$ cat src/rtl/iqd_pkg.sv
package iqd_pkg;
  // Phase encoding: bit 0 selects the path, bit 1 marks the inverted sample.
  typedef enum logic [1:0] {
    PH_I_POS = 2'd0,
    PH_Q_POS = 2'd1,
    PH_I_NEG = 2'd2,
    PH_Q_NEG = 2'd3
  } iqd_phase_e;

  localparam int unsigned NUM_PATHS = 2;
endpackage

$ cat src/rtl/iqd_phase_seq.sv
module iqd_phase_seq
  import iqd_pkg::*;
(
  input  logic       clk,
  input  logic       rst_n,
  input  logic       sync,
  output iqd_phase_e phase
);
  logic [1:0] phase_inc;
  assign phase_inc = phase + 2'd1;

  // free-running quarter-cycle counter; R8: sync forces +I next cycle
  always_ff @(posedge clk) begin
    if (!rst_n)     phase <= PH_I_POS;
    else if (sync)  phase <= PH_I_POS;
    else            phase <= iqd_phase_e'(phase_inc);
  end
endmodule

$ cat src/rtl/iqd_path.sv
module iqd_path #(
  parameter int unsigned W = 12
) (
  input  logic                clk,
  input  logic                rst_n,
  input  logic                restart,
  input  logic                take,
  input  logic                neg,
  input  logic signed [W-1:0] sample,
  output logic signed [W-1:0] result,
  output logic                primed,
  output logic                fresh
);
  // one extra bit for the difference, then floor divide by two
  function automatic logic signed [W-1:0] half_diff(
    input logic signed [W-1:0] pos_s,
    input logic signed [W-1:0] neg_s
  );
    logic signed [W:0] d;
    d = {pos_s[W-1], pos_s} - {neg_s[W-1], neg_s};
    return d[W:1];
  endfunction

  logic signed [W-1:0] prev;
  logic                have_prev;

  always_ff @(posedge clk) begin
    if (!rst_n) begin
      prev      <= '0;
      have_prev <= 1'b0;
      result    <= '0;
      primed    <= 1'b0;
      fresh     <= 1'b0;
    end else begin
      fresh <= 1'b0;
      if (restart) begin
        have_prev <= 1'b0;
        primed    <= 1'b0;
      end else if (take) begin
        prev      <= sample;
        have_prev <= 1'b1;
        primed    <= have_prev;
        fresh     <= have_prev;
        if (have_prev)
          result <= neg ? half_diff(prev, sample) : half_diff(sample, prev);
      end
    end
  end
endmodule

$ cat src/rtl/iq_offset_demod.sv
module iq_offset_demod
  import iqd_pkg::*;
#(
  parameter int unsigned W = 12
) (
  input  logic                clk,
  input  logic                rst_n,
  input  logic                sync,
  input  logic signed [W-1:0] adc_sample,
  output logic signed [W-1:0] i_out,
  output logic signed [W-1:0] q_out,
  output logic                out_valid
);
  iqd_phase_e          phase_w;
  logic [NUM_PATHS-1:0] take_w;
  logic [NUM_PATHS-1:0] primed_w;
  logic [NUM_PATHS-1:0] fresh_w;
  logic signed [W-1:0]  res_w [NUM_PATHS];
  logic                 q_take;

  iqd_phase_seq u_seq (
    .clk   (clk),
    .rst_n (rst_n),
    .sync  (sync),
    .phase (phase_w)
  );

  for (genvar p = 0; p < NUM_PATHS; p++) begin : g_path
    assign take_w[p] = !sync && (phase_w[0] == p[0]);
    iqd_path #(.W(W)) u_path (
      .clk     (clk),
      .rst_n   (rst_n),
      .restart (sync),
      .take    (take_w[p]),
      .neg     (phase_w[1]),
      .sample  (adc_sample),
      .result  (res_w[p]),
      .primed  (primed_w[p]),
      .fresh   (fresh_w[p])
    );
  end

  assign q_take    = take_w[1];
  assign i_out     = res_w[0];
  assign q_out     = res_w[1];
  // a pair is complete when the Q path has just produced a result
  assign out_valid = fresh_w[1] && primed_w[0];
endmodule

$ cat config.mk
export PLATFORM = sky130hd
export DESIGN_NAME = iq_offset_demod
export DESIGN_NICKNAME = d
export VERILOG_FILES = /design/src/rtl/iqd_pkg.sv /design/src/rtl/iqd_phase_seq.sv /design/src/rtl/iqd_path.sv /design/src/rtl/iq_offset_demod.sv
export SDC_FILE = /design/constraint.sdc
export NUM_CORES = 1
export LEC_CHECK = 0
export CORE_MARGIN = 2
export CORE_UTILIZATION = 30
export DETAILED_ROUTE_END_ITERATION = 6
export GPL_TIMING_DRIVEN = 0
export PLACE_DENSITY = 0.57
export SETUP_SLACK_MARGIN = 0.02
export SLEW_MARGIN = 30
export SYNTH_ARGS = -nofsm -noshare
export SYNTH_HDL_FRONTEND = slang
export SYNTH_SLANG_ARGS = --single-unit
$ cat constraint.sdc
create_clock -name clk -period 2.5 [get_ports clk]
set_input_delay 0.5 -clock clk [delete_from_list [all_inputs] [get_ports clk]]
set_output_delay 0.5 -clock clk [all_outputs]
set_load 0.005 [all_outputs]
# Word level (Yosys, flattened, before mapping)
# Cells that the tools add are included.
[classes] mul=0 reduce_logical=10 bitwise_logic=4 mux=2 order_cmp=0 shifts=0 div=0 add_sub_neg=5 n_eq_ne=0
[op_table] operator="$sub A12 B12 Y13" count=4
[op_table] operator="$mux W12" count=2
[op_table] operator="$reduce_and A3 Y1" count=2
[op_table] operator="$not A1 Y1" count=4
[op_table] operator="$reduce_and A2 Y1" count=2
[op_table] operator="$logic_and A1 B1 Y1" count=3
[op_table] operator="$reduce_or A3 Y1" count=1
[op_table] operator="$add A2 B1 Y2 const B" count=1
[op_table] operator="$reduce_or A2 Y1" count=1
[op_table] operator="$logic_not A1 Y1" count=1
[totals] output_inout_bits=25 mem_bits_ro=0 ff_bits=54 ramBits=0 latchBits=0 wordCells=30 memories=0

# Depth between registers and ports, before layout
[logic_depth] ltp_word=4 depth_mapped=9

# By module
# A second synthesis with hierarchy kept.
[hier_totals] cells_unflattened=550 hier_area_um2=4287.9
[by_module_without_submodules] mod="iqd_path (g_path[1].u_path)" seq_area_each_um2=540.5 area_per_inst_um2=2149.6 cells_each=278 n_inst=1
[by_module_without_submodules] mod="iqd_path (g_path[0].u_path)" seq_area_each_um2=540.5 area_per_inst_um2=2057.0 cells_each=263 n_inst=1
[by_module_without_submodules] mod="iqd_phase_seq" seq_area_each_um2=40.0 area_per_inst_um2=62.6 cells_each=6 n_inst=1
[by_module_without_submodules] mod="iq_offset_demod" seq_area_each_um2=0.0 area_per_inst_um2=18.8 cells_each=3 n_inst=1

# Worst setup path after synthesis
# No wires, ideal clock.
[synth_path] kind="input to register" startpoint="in adc_sample[9]" endpoint="reg g_path[1].u_path.result[11]" path_stages=9 path_buffers=1 arrival_time_ns=2.191 t_required_ns=2.421 setup_ns=0.079 setup_slack_ns=0.230 cell_sequence="inv_1 ha_1 buf_2 a211oi_1 o21a_1 o22a_1 a221oi_1 mux2_1 a211oi_2"
[synth_via] elab_chain_len=2 elab_cells_between_ends=3
[synth_rtl] item="start, declared" line_no="iq_offset_demod.sv:9" rtl="input logic signed [W-1:0] adc_sample,"
[synth_rtl] item="$sub A12 B12 Y13" line_no="iqd_path.sv:20" rtl="d = {pos_s[W-1], pos_s} - {neg_s[W-1], neg_s};"
[synth_rtl] item="$mux W12 (*)" line_no="iqd_path.sv:45" rtl="result <= neg ? half_diff(prev, sample) : half_diff(sample, prev);"
[synth_rtl] item="end signal, assigned" line_no="iqd_path.sv:45"
[synth_rtl] item="end, declared" line_no="iqd_path.sv:10" rtl="output logic signed [W-1:0] result,"
# Every way passes the cells marked *; elsewhere a longest branch is shown, timed or not.
# A chain may end at the register's enable or synchronous reset.

# Final worst setup path
# Ends and elaborated chain as after synthesis.

==> results.toml <==
[placement]
post-dp-hpwl_um = 10320
dp_cells = 753
port_buffers = 39
gp_congestion = 0.9669

[worst_hold_path]
min_path_type = "reg2reg"

[worst_setup_path]
critical_path_class = "in2reg"
slowest_delay_ps = 360
cp_data_arrival_time_ps = 2680
cp_cell_sequence = "buf_2 -> inv_1 -> ha_1 -> buf_4 -> a211o_1 -> a211oi_2 -> o22a_1 -> a221oi_2 -> mux2_1 -> a211oi_2"
path_max_fanout = 9
end_kind = "flop"
cpMostUsedCell = "a211oi_2"
cp_slowest_cell = "mux2_1"
worst_ep_required_time_ps = 2730
crit_path_start_kind = "input port"

[sta]
finalHoldViolCount = 0
slew_headroom = 0.5284
finalSetupTns_ps = 0
drv_slew = 0
rsz0062_at_grt = "true"
setup_viol = 0
tightest_slew_ps = 707.3
fin_skew_ps = 6.551
period_needed_ps = 2453
holdWs_ps = 467.5
fin_crit_sh = 0.9811
max_freq_mhz = 407.7

[pwr]
p_leak_nw = 1.832
p_total_mw = 2.258
ir_drop_mv = 0.2319
power.internal_mw = 1.501
p_per_area_nw_per_um2 = 465.4
switching_share = 0.3355
p_sw_uw = 757.6
pwr-share-seq = 0.404
combPwrFrac = 0.276
clkPwrFrac = 0.321

[die]
dieArea_sq_um = 14510
die_y_um = 120.4
core_sq_um = 13240
die_width_um = 120.4
num_rows = 42
initial_core_util = 0.3072
num_io_pins = 40

[synth]
synth_cell_type_count = 56
yosysWarningCount = 0
yosys.area.top_type = "dfxtp_1"
async_flop_share = 0
syn_inst = 538
synth_edf_count = 0
synth-seq-cells = 54
avgSynthCellArea_sq_um = 7.561
synth_nets = 601
syn_area_sq_um = 4068
ys_seq_area_frac = 0.2658
yosysTopAreaCellShare = 0.2658
synth.area.top_cells = "dfxtp_1 (27%), ha_1 (14%), a21oi_1 (8.0%), nand2_1 (7.4%), inv_1 (4.0%)"
synth_flop_cell = "dfxtp_1"

[run]
max-cap-violations = 0

[grt]
grt_pass1_wl_um = 20520
grt_max_degree = 18
overflow = 0
grt_use_total = 0.1807
antenna_found_initial = 0
grt_pass1_vias = 3787

[finish]
fin_cells = 758
diodes = 0
fin_nets = 644
fillers = 1439
syn_to_final_growth_pct = 19.29
final_common_cell = "nand2_1"
layout-drive-gt1-share = 0.08935
layout_common_cells = "nand2_1 (79), a21oi_1 (63), dfxtp_1 (54)"

[detailed_routing]
num_vias = 3929
drcViolationCount = 0
routedWlPerCell_um = 16.87
final_antenna_net_count = 0
detail_route.iter0.violations = 213
vias_per_cell = 5.183
drtPass1Iterations = 4
drt_wl_total_um = 12790

[cts]
root_buffer = "clkbuf_16"
cts_tree = "built"
cts_buffer_depth = 2
cts.clk_slew.worst_paths_ps = 70
cts_sinks = 54
htreeDepth = 2
clk_latency_ps = 300
numCtsBuffers = 5

[run_status]
status = "finished, final reports clean"
layout make-up:
class | count | area, sq um | area share
timing repair buffer | 40 | 375.4 | 0.07736
clock inverter | 3 | 21.27 | 0.004384
buffer | 25 | 113.9 | 0.02347
sequential | 54 | 1081 | 0.2228
multi-input combinational | 411 | 2750 | 0.5668
tap | 176 | 220.2 | 0.04538
inverter | 44 | 165.2 | 0.03404
clock buffer | 5 | 125.1 | 0.02579
power groups by stage:
stage	logic, mW	clock network, mW	registers, mW
after floorplan	0.406	0	0.928
after global placement	0.606	0	0.931
after detailed placement	0.606	0	0.932
after CTS	0.608	0.742	0.912
after global routing	0.690	0.782	0.916
final	0.622	0.724	0.912
layer usage:
layer	share of wire	track usage
met1	0.48	0.2555
met2	0.43	0.2800
met3	0.061	0.03113
met4	0.027	0.05596
met5	0	0
cell usage after synthesis (all sizes together) (3+ instances only):
cell and n:
nand2 81, a21oi 65, dfxtp 54, ha 44, inv 43, nor2 31
o21ai 31, a211oi 18, buf 15, clkbuf 14, o211ai 13, nor2b 12
nand3 10, mux2i 9, xnor2 9, nor3 8, o21a 8, a31oi 6
xor2 6, and2 5, fa 4, a21boi 3, a21o 3, a221oi 3
a311oi 3, and3 3, nand4 3
critical path: cells and delay by family:
family	cells	cell delay (ps)
compound gates	5	1080
fa+ha+maj	1	290
buf+inv	3	440
mux	1	360
flip-flops by register name (all words and copies together) (netlist names):
name and cells:
g_path.u_path.result 24, g_path.u_path.prev 24, g_path.u_path.primed 1, g_path.u_path.have_prev 2, u_seq.phase 2, g_path.u_path.fresh 1
what timing repair did:
action,CTS,global route
endpoints found under the hold margin,0,0
gates resized for setup,38,24
setup endpoints to repair,19,9
pin swaps,0,5
hold buffers,0,0
buffers inserted,0,1
cells by family (layout without fill, tap and decap cells):
kind of cell,after synthesis,count (layout),synth area share
flops,54,54,0.2658
simple gates,164,164,0.1799
buf+inv,73,117,0.07044
fa+ha+maj,48,48,0.1550
xor+xnor,15,15,0.03230
mux,11,11,0.02768
compound gates,173,173,0.2688
worst paths after layout:
| kind | from | slack [ps] | endpoint | cells past startpoint |
|---|---|---|---|---|
| setup / recovery | adc_sample[9] | 50 | g_path[1].u_path.result[11]$_SDFFE_PN0P_ | 10 |
| hold reg to reg | g_path[0].u_path.result[0]$_SDFFE_PN0P_ | 470 | g_path[0].u_path.result[0]$_SDFFE_PN0P_ | 2 |
| hold / removal | g_path[0].u_path.result[0]$_SDFFE_PN0P_ | 470 | g_path[0].u_path.result[0]$_SDFFE_PN0P_ | 2 |
| setup reg to reg | g_path[1].u_path.prev[9]$_SDFFE_PN0P_ | 170 | g_path[1].u_path.result[11]$_SDFFE_PN0P_ | 8 |
metrics by stage:
step	area [sq um]	utilization	worst slack, ps
floorplan	4068	-	229.8
global placement	4678	0.3533	-832.2
detailed placement	4678	0.3533	-863.8
CTS	4826	0.3644	22.24
global route	4852	0.3664	-9.606
finish	4852	0.3664	47.33
No activity file was read; power rests on OpenSTA's default activity.
